==> src/rtl/fwd_stall_pkg.sv <==
`timescale 1ns/1ps
package fwd_stall_pkg;

    // Operand source codes seen by the execute-stage muxes
    typedef enum logic [1:0] {
        SRC_REGFILE = 2'd0,
        SRC_MEM     = 2'd1,
        SRC_WB      = 2'd2
    } fwd_src_e;

    // ALU operands per instruction
    localparam int NUM_SRC = 2;

endpackage

==> src/rtl/fwd_src_sel.sv <==
`timescale 1ns/1ps
// Picks the source of one operand for the instruction about to enter execute.
// "near" is the instruction now in execute (in memory next cycle),
// "far" the one now in memory (in writeback next cycle).
module fwd_src_sel
    import fwd_stall_pkg::*;
#(
    parameter int REG_AW = 5
) (
    input  logic [REG_AW-1:0] src,
    input  logic              src_used,
    input  logic              near_live,
    input  logic [REG_AW-1:0] near_rd,
    input  logic              far_live,
    input  logic [REG_AW-1:0] far_rd,
    output logic [1:0]        sel
);
    logic src_nonzero;
    logic near_hit;
    logic far_hit;

    always_comb begin
        src_nonzero = |src;
        near_hit    = src_used && src_nonzero && near_live && (near_rd == src);
        far_hit     = src_used && src_nonzero && far_live  && (far_rd  == src);
        if (near_hit) begin
            sel = SRC_MEM;
        end else if (far_hit) begin
            sel = SRC_WB;
        end else begin
            sel = SRC_REGFILE;
        end
    end
endmodule

==> src/rtl/load_use_det.sv <==
`timescale 1ns/1ps
// Flags a decode instruction that reads the destination of a load in execute.
module load_use_det #(
    parameter int REG_AW = 5,
    parameter int N_SRC  = 2
) (
    input  logic                          dec_valid,
    input  logic [N_SRC-1:0][REG_AW-1:0]  srcs,
    input  logic [N_SRC-1:0]              uses,
    input  logic                          ex_live,
    input  logic                          ex_load,
    input  logic [REG_AW-1:0]             ex_rd,
    output logic                          hazard
);
    logic [N_SRC-1:0] hit;

    for (genvar i = 0; i < N_SRC; i++) begin : g_cmp
        assign hit[i] = uses[i] && (|srcs[i]) && (srcs[i] == ex_rd);
    end

    assign hazard = dec_valid && ex_live && ex_load && (|hit);
endmodule

==> src/rtl/fwd_stall_unit.sv <==
`timescale 1ns/1ps
module fwd_stall_unit
    import fwd_stall_pkg::*;
#(
    parameter int REG_AW = 5
) (
    input  logic              clk,
    input  logic              rst_n,
    input  logic              dec_valid,
    input  logic [REG_AW-1:0] dec_rs,
    input  logic [REG_AW-1:0] dec_rt,
    input  logic              dec_use_rs,
    input  logic              dec_use_rt,
    input  logic              dec_wen,
    input  logic              dec_load,
    input  logic [REG_AW-1:0] dec_rd,
    output logic [1:0]        fwd_a,
    output logic [1:0]        fwd_b,
    output logic              stall,
    output logic              bubble
);
    localparam int NS = NUM_SRC;

    typedef struct packed {
        logic              live;
        logic              load;
        logic [REG_AW-1:0] rd;
    } ex_tag_t;

    typedef struct packed {
        logic              live;
        logic [REG_AW-1:0] rd;
    } mem_tag_t;

    typedef struct packed {
        ex_tag_t              ex;
        mem_tag_t             mem;
        logic [NS-1:0][1:0]   sel;
    } state_t;

    state_t st_d, st_q;

    logic [NS-1:0][REG_AW-1:0] srcs;
    logic [NS-1:0]             uses;
    logic [NS-1:0][1:0]        pick;
    logic                      hazard;

    assign srcs = {dec_rt, dec_rs};
    assign uses = {dec_use_rt, dec_use_rs};

    for (genvar i = 0; i < NS; i++) begin : g_op
        fwd_src_sel #(.REG_AW(REG_AW)) u_sel (
            .src       (srcs[i]),
            .src_used  (uses[i]),
            .near_live (st_q.ex.live),
            .near_rd   (st_q.ex.rd),
            .far_live  (st_q.mem.live),
            .far_rd    (st_q.mem.rd),
            .sel       (pick[i])
        );
    end

    load_use_det #(.REG_AW(REG_AW), .N_SRC(NS)) u_lud (
        .dec_valid (dec_valid),
        .srcs      (srcs),
        .uses      (uses),
        .ex_live   (st_q.ex.live),
        .ex_load   (st_q.ex.load),
        .ex_rd     (st_q.ex.rd),
        .hazard    (hazard)
    );

    always_comb begin
        st_d = st_q;
        // memory slot always takes whatever execute held
        st_d.mem.live = st_q.ex.live;
        st_d.mem.rd   = st_q.ex.rd;
        if (hazard || !dec_valid) begin
            // no-op enters execute
            st_d.ex = '0;
            for (int i = 0; i < NS; i++) begin
                st_d.sel[i] = SRC_REGFILE;
            end
        end else begin
            st_d.ex.live = dec_wen;
            st_d.ex.load = dec_load;
            st_d.ex.rd   = dec_rd;
            for (int i = 0; i < NS; i++) begin
                st_d.sel[i] = pick[i];
            end
        end
    end

    always_ff @(posedge clk or negedge rst_n) begin
        if (!rst_n) begin
            st_q <= '0;
        end else begin
            st_q <= st_d;
        end
    end

    assign fwd_a  = st_q.sel[0];
    assign fwd_b  = st_q.sel[1];
    assign stall  = hazard;
    assign bubble = hazard;
endmodule

==> config.mk <==
export PLATFORM = sky130hd
export DESIGN_NAME = fwd_stall_unit
export DESIGN_NICKNAME = d
export VERILOG_FILES = /design/src/rtl/fwd_stall_pkg.sv /design/src/rtl/fwd_src_sel.sv /design/src/rtl/load_use_det.sv /design/src/rtl/fwd_stall_unit.sv
export SDC_FILE = /design/constraint.sdc
export NUM_CORES = 1
export LEC_CHECK = 0
export CORE_MARGIN = 8
export CORE_UTILIZATION = 35
export CTS_CLUSTER_SIZE = 25
export DETAILED_ROUTE_END_ITERATION = 6
export PLACE_DENSITY_LB_ADDON = 0.08
export SETUP_SLACK_MARGIN = 0.05
export SLEW_MARGIN = 20
export SYNTH_ARGS = -nofsm -noshare
export SYNTH_HDL_FRONTEND = slang
export SYNTH_SLANG_ARGS = --single-unit
==> constraint.sdc <==
create_clock -name clk -period 8.78 [get_ports clk]
set_clock_uncertainty 0.15 [all_clocks]
set_input_delay 2.634 -clock clk [delete_from_list [all_inputs] [get_ports clk]]
set_output_delay 2.634 -clock clk [all_outputs]
set_load 0.01 [all_outputs]
Word level (Yosys, flattened, before mapping)
Index checks and enable logic that the tools add are counted.
{"block": "totals", "register_bits": 17, "latchBits": 0, "ram_bits": 0, "mem_bits_ro": 0, "in_bits": 22, "out_inout_bits": 6, "word_cells": 39, "mem_count": 0}
{"block": "classes", "addsub": 0, "mul": 0, "div": 0, "n_lt_le_gt_ge": 0, "eq_ne": 6, "shift": 0, "n_mux": 6, "n_bitwise": 0, "reduce_logical": 20}
{"cell": "$eq A5 B5 Y1", "n": 6}
{"cell": "$logic_and A1 B1 Y1", "n": 15}
{"cell": "$reduce_or A5 Y1", "n": 2}
{"cell": "$mux W2", "n": 4}
{"cell": "$mux W7", "n": 1}
{"cell": "$mux W4", "n": 1}
{"cell": "$reduce_or A2 Y1", "n": 1}
{"cell": "$logic_not A1 Y1", "n": 1}
{"cell": "$logic_or A1 B1 Y1", "n": 1}

Longest topological paths before layout
Gate-level depths: netlist (run 1).
{"block": "logic_depth", "word_depth": 7, "ltp_mapped": 5}

Modules after synthesis
Synthesis (run 1) repeated with hierarchy kept, for this count alone.
{"block": "hier_totals", "hier_cells": 94, "hier_area_um2": 1033.5}
{"module": "fwd_stall_unit", "n_inst": 1, "cells_per_inst": 35, "area_each_um2": 576.8}
{"module": "fwd_src_sel", "n_inst": 2, "cells_per_inst": 19, "area_each_um2": 152.6}
{"module": "load_use_det", "n_inst": 1, "cells_per_inst": 21, "area_each_um2": 151.4}

Worst setup path before layout (run 1)
Ideal clock, no wire load.
{"block": "synth_timing", "kind": "input -> output", "start": "input dec_rs[0]", "end": "output stall", "arrival_time_ps": 3844, "required_time_ps": 5996, "slack_ps": 2152, "stages": 5, "n_path_buf": 1, "cell_sequence": "or4_1 > o21ai_2 > nor4_2 > o2111a_1 > buf_4"}
{"block": "synth_between", "elab_chain_cells": 5, "elab_cells_between_ends": 6, "classes_between": "eq/ne: 1; reduce/logical: 5"}
{"item": "start: declaration", "line_no": "fwd_stall_unit.sv:10", "source": "input logic [REG_AW-1:0] dec_rs,"}
{"item": "$reduce_or A5 Y1", "line_no": "load_use_det.sv:18", "source": "assign hit[i] = uses[i] && (|srcs[i]) && (srcs[i] == ex_rd);"}
{"item": "$logic_and A1 B1 Y1", "line_no": "load_use_det.sv:18"}
{"item": "$logic_and A1 B1 Y1 *", "line_no": "load_use_det.sv:18"}
{"item": "$reduce_or A2 Y1 *", "line_no": "load_use_det.sv:21", "source": "assign hazard = dec_valid && ex_live && ex_load && (|hit);"}
{"item": "$logic_and A1 B1 Y1 *", "line_no": "load_use_det.sv:21"}
{"item": "end: declaration", "line_no": "fwd_stall_unit.sv:19", "source": "output logic stall,"}
Every way passes the cells marked *; elsewhere a longest branch is shown, timed or not.

Worst setup path in the final report (run 1)
{"block": "layout_timing", "start": "input dec_rt[4]", "end": "output stall"}
{"block": "layout_between", "elab_chain_cells": 5, "elab_cells_between_ends": 6, "classes_between": "eq/ne: 1; reduce/logical: 5"}
{"item": "start: declaration", "line_no": "fwd_stall_unit.sv:11", "source": "input logic [REG_AW-1:0] dec_rt,"}
{"item": "$reduce_or A5 Y1", "line_no": "load_use_det.sv:18"}
{"item": "$logic_and A1 B1 Y1", "line_no": "load_use_det.sv:18"}
{"item": "$logic_and A1 B1 Y1 *", "line_no": "load_use_det.sv:18"}
{"item": "$reduce_or A2 Y1 *", "line_no": "load_use_det.sv:21"}
{"item": "$logic_and A1 B1 Y1 *", "line_no": "load_use_det.sv:21"}
Marked as above.

==> flow_metrics.tcl, run 1 <==
set metrics [dict create \
    status "finished, final reports clean" \
    grt_setup_unrepaired "no" \
    setup_tns_ns 0 \
    slew_viol_final 0 \
    diodes 0 \
    clkLatencyLatePin_ns 0.29 \
    postCtsHoldBufs 0 \
    power_leakage_nw 0.490 \
    path_max_fanout 5 \
    finalWeightedCongestion 0.758 \
    area_growth_syn_to_layout_pct 38.5 \
    cts-htree-levels 1 \
    cts_sinks 17 \
    antenna_found_initial 0 \
    cts_resized 0 \
    cts.path.max_buffers 2 \
    finalSetupViolCount 0 \
    synth_cell_types 21 \
    multi_input_area_um2 395 \
    syn_nets 89 \
    irDropWorstVdd_mv 0.0720 \
    num_vias 613 \
    fin_nets 119 \
    cts_buffers 3 \
    cp.arrival_ns 4.76 \
    dr.pass1.iters 2 \
    worst_slack_ns 1.24 \
    seq_area_um2 425 \
    wl_per_cell_um 15.7 \
    root_buffer "clkbuf_4" \
    worst_slew_pin_slew_ns 0.741 \
    hp-class "register to register" \
    drive_gt1_frac 0.115 \
    cap_violations 0 \
    cts_setup_buffers 0 \
    ys_seq_area_frac 0.511 \
    grt_pass1_vias 718 \
    io_pins 28 \
    coreArea_um2 2230 \
    rows 17 \
    grt_max_degree 18 \
    die_w_um 64.8 \
    period_needed_ns 7.54 \
    grt_use_total 0.101 \
    clk_pin_slew_ns 0.09 \
    routed_via_density 4.94 \
    syn_avg_cell_area_um2 12.4 \
    grt-ovfl-total 0 \
    finalCritPeriodShare 0.859 \
    final_antenna_net_count 0 \
    start_kind "primary input" \
    port_buffers 27 \
    crit_path_end_kind "output pin" \
    drt-initial-drc-count 16 \
    ys_warn_count 0 \
    crit_type "primary input to output pin" \
    fmax_mhz 133 \
    worstPathRequired_ns 6.00 \
    netlist_area_um2 832 \
    fin_cells 124 \
    grt_pass1_wl_mm 3.34 \
    tritoncts "built" \
    drc 0 \
    dieArea_um2 4190 \
    fp.dieH_um 64.8 \
    fillers 214 \
    synthCells 67 \
    place_ws_ns 1.25 \
    dp.cells 120 \
    drt_wl_total_mm 1.94 \
    start_util 0.373 \
    power.density_nw_per_um2 131 \
    hold_viol 0 \
    synth_seq_cells 17 \
    detailed_place_hpwl_mm 1.56 \
    relSlewSlack 0.504 \
]
## layer usage
layer  vias to the layer above  GRT usage  part of all wire
li1                        299          -                 -
met1                       291      0.123              0.45
met2                        19      0.158              0.48
met3                         4     0.0309             0.051
met4                         0     0.0490             0.016
met5                         -          0                 0
## worst max-delay path: stages
cell and delay, ns:
clkdlybuf4s50_1 0.54, or4_4 0.15, o21ai_2 0.07, nor4_2 0.56, o2111a_1 0.26, clkdlybuf4s50_1 0.54
## cell type report
cell class | instances | area share
sequential | 17 | 0.369
clock buffer | 4 | 0.0228
multi-input combinational | 48 | 0.343
tap | 28 | 0.0304
timing repair buffer | 27 | 0.235
## synthesized netlist by cell type
cell type  count  area (um^2)
dfrtp_1       17          425
xnor2_1       12          105
xor2_1         8         70.1
and3_1         7         43.8
nand3_1        3         15.0
nand4_1        2         12.5
nor3b_1        2         15.0
nor4_2         2         25.0
o21ai_2        2         17.5
a2111oi_2      1         15.0
a211oi_1       1         7.51
a21o_1         1         7.51
a21o_2         1         8.76
buf_4          1         7.51
clkbuf_1       1         3.75
nand2_1        1         3.75
nor4_1         1         6.26
o2111a_1       1         11.3
o211ai_2       1         12.5
or4_1          1         7.51
or4_4          1         11.3
## registers in the layout (all words and copies together), names as in the netlist
name	count
st_q	7
st_d	6
fwd_b	2
fwd_a	2
## cell usage in the layout (no fill, tap or decap)
cell type,netlist,routed
clkdlybuf4s50_1,0,27
a21o_2,1,1
o21ai_2,2,2
clkbuf_4,0,3
a211oi_1,1,1
and3_1,7,7
or4_4,1,1
xor2_1,8,8
xnor2_1,12,12
a2111oi_2,1,1
nand2_1,1,1
nand4_1,2,2
o211ai_2,1,1
or4_1,1,1
dfrtp_1,17,17
nor4_2,2,2
clkbuf_1,1,1
nor4_1,1,1
nand3_1,3,3
o2111a_1,1,1
nor3b_1,2,2
a21o_1,1,1
## logic make-up after synthesis
logic type | synth area share
XOR/XNOR | 0.211
buffers and inverters | 0.0135
AO/OA/AOI/OAI | 0.0962
AND/OR/NAND/NOR | 0.168
flip-flops | 0.511
## stage by stage
step / util / instance area (um^2) / power [mW] / hold WS (ns)
2_1_floorplan: - / 832 / 0.0972 / 0.259
3_3_place_gp: 0.504 / 1130 / 0.112 / 0.289
3_5_place_dp: 0.504 / 1130 / 0.113 / 0.297
4_1_cts: 0.516 / 1150 / 0.154 / 0.319
5_1_grt: 0.516 / 1150 / 0.161 / 0.329
6_report: 0.516 / 1150 / 0.151 / 0.314
## report_power, final
part | internal (mW) | switching [mW] | total, mW | leakage, nW
sequential | 0.0814 | 0.00372 | 0.0851 | 0.223
clock | 0.0177 | 0.0228 | 0.0405 | 0.0150
combinational | 0.0154 | 0.0105 | 0.0259 | 0.251
total | 0.114 | 0.0370 | 0.151 | 0.490
## final timing paths
kind                              startpoint                 to  slack [ns]  depth (start not counted)
max in group asynchronous              rst_n  st_q[4]$_DFF_PN0_        5.38                          1
max                                dec_rt[4]              stall        1.24                          6
max reg2reg                st_d[7]$_DFF_PN0_  st_d[7]$_DFF_PN0_        6.90                          5
min                        st_d[6]$_DFF_PN0_  st_q[6]$_DFF_PN0_        0.31                          0
min reg2reg                st_d[6]$_DFF_PN0_  st_q[6]$_DFF_PN0_        0.31                          0
min in group asynchronous              rst_n  st_q[5]$_DFF_PN0_        2.63                          1
(Power assumes the default switching activity.)
==> inputs of run 2 (changes only) <==
--- a/config.mk
+++ b/config.mk
@@ -11,6 +11,7 @@
 export DETAILED_ROUTE_END_ITERATION = 6
 export PLACE_DENSITY_LB_ADDON = 0.08
 export SETUP_SLACK_MARGIN = 0.05
+export SKIP_CTS_REPAIR_TIMING = 1
 export SLEW_MARGIN = 20
 export SYNTH_ARGS = -nofsm -noshare
 export SYNTH_HDL_FRONTEND = slang
==> results of run 2 <==
Same layout as run 1: the final DEF is identical, and so are final timing and power.
==> inputs of run 3 (changes only) <==
--- a/config.mk
+++ b/config.mk
@@ -9,10 +9,9 @@
 export CORE_UTILIZATION = 35
 export CTS_CLUSTER_SIZE = 25
 export DETAILED_ROUTE_END_ITERATION = 6
+export GPL_TIMING_DRIVEN = 1
 export PLACE_DENSITY_LB_ADDON = 0.08
 export SETUP_SLACK_MARGIN = 0.05
-export SKIP_CTS_REPAIR_TIMING = 1
-export SLEW_MARGIN = 20
 export SYNTH_ARGS = -nofsm -noshare
 export SYNTH_HDL_FRONTEND = slang
 export SYNTH_SLANG_ARGS = --single-unit
==> results of run 3 <==
Same layout as run 1: the final DEF is identical, and so are final timing and power.
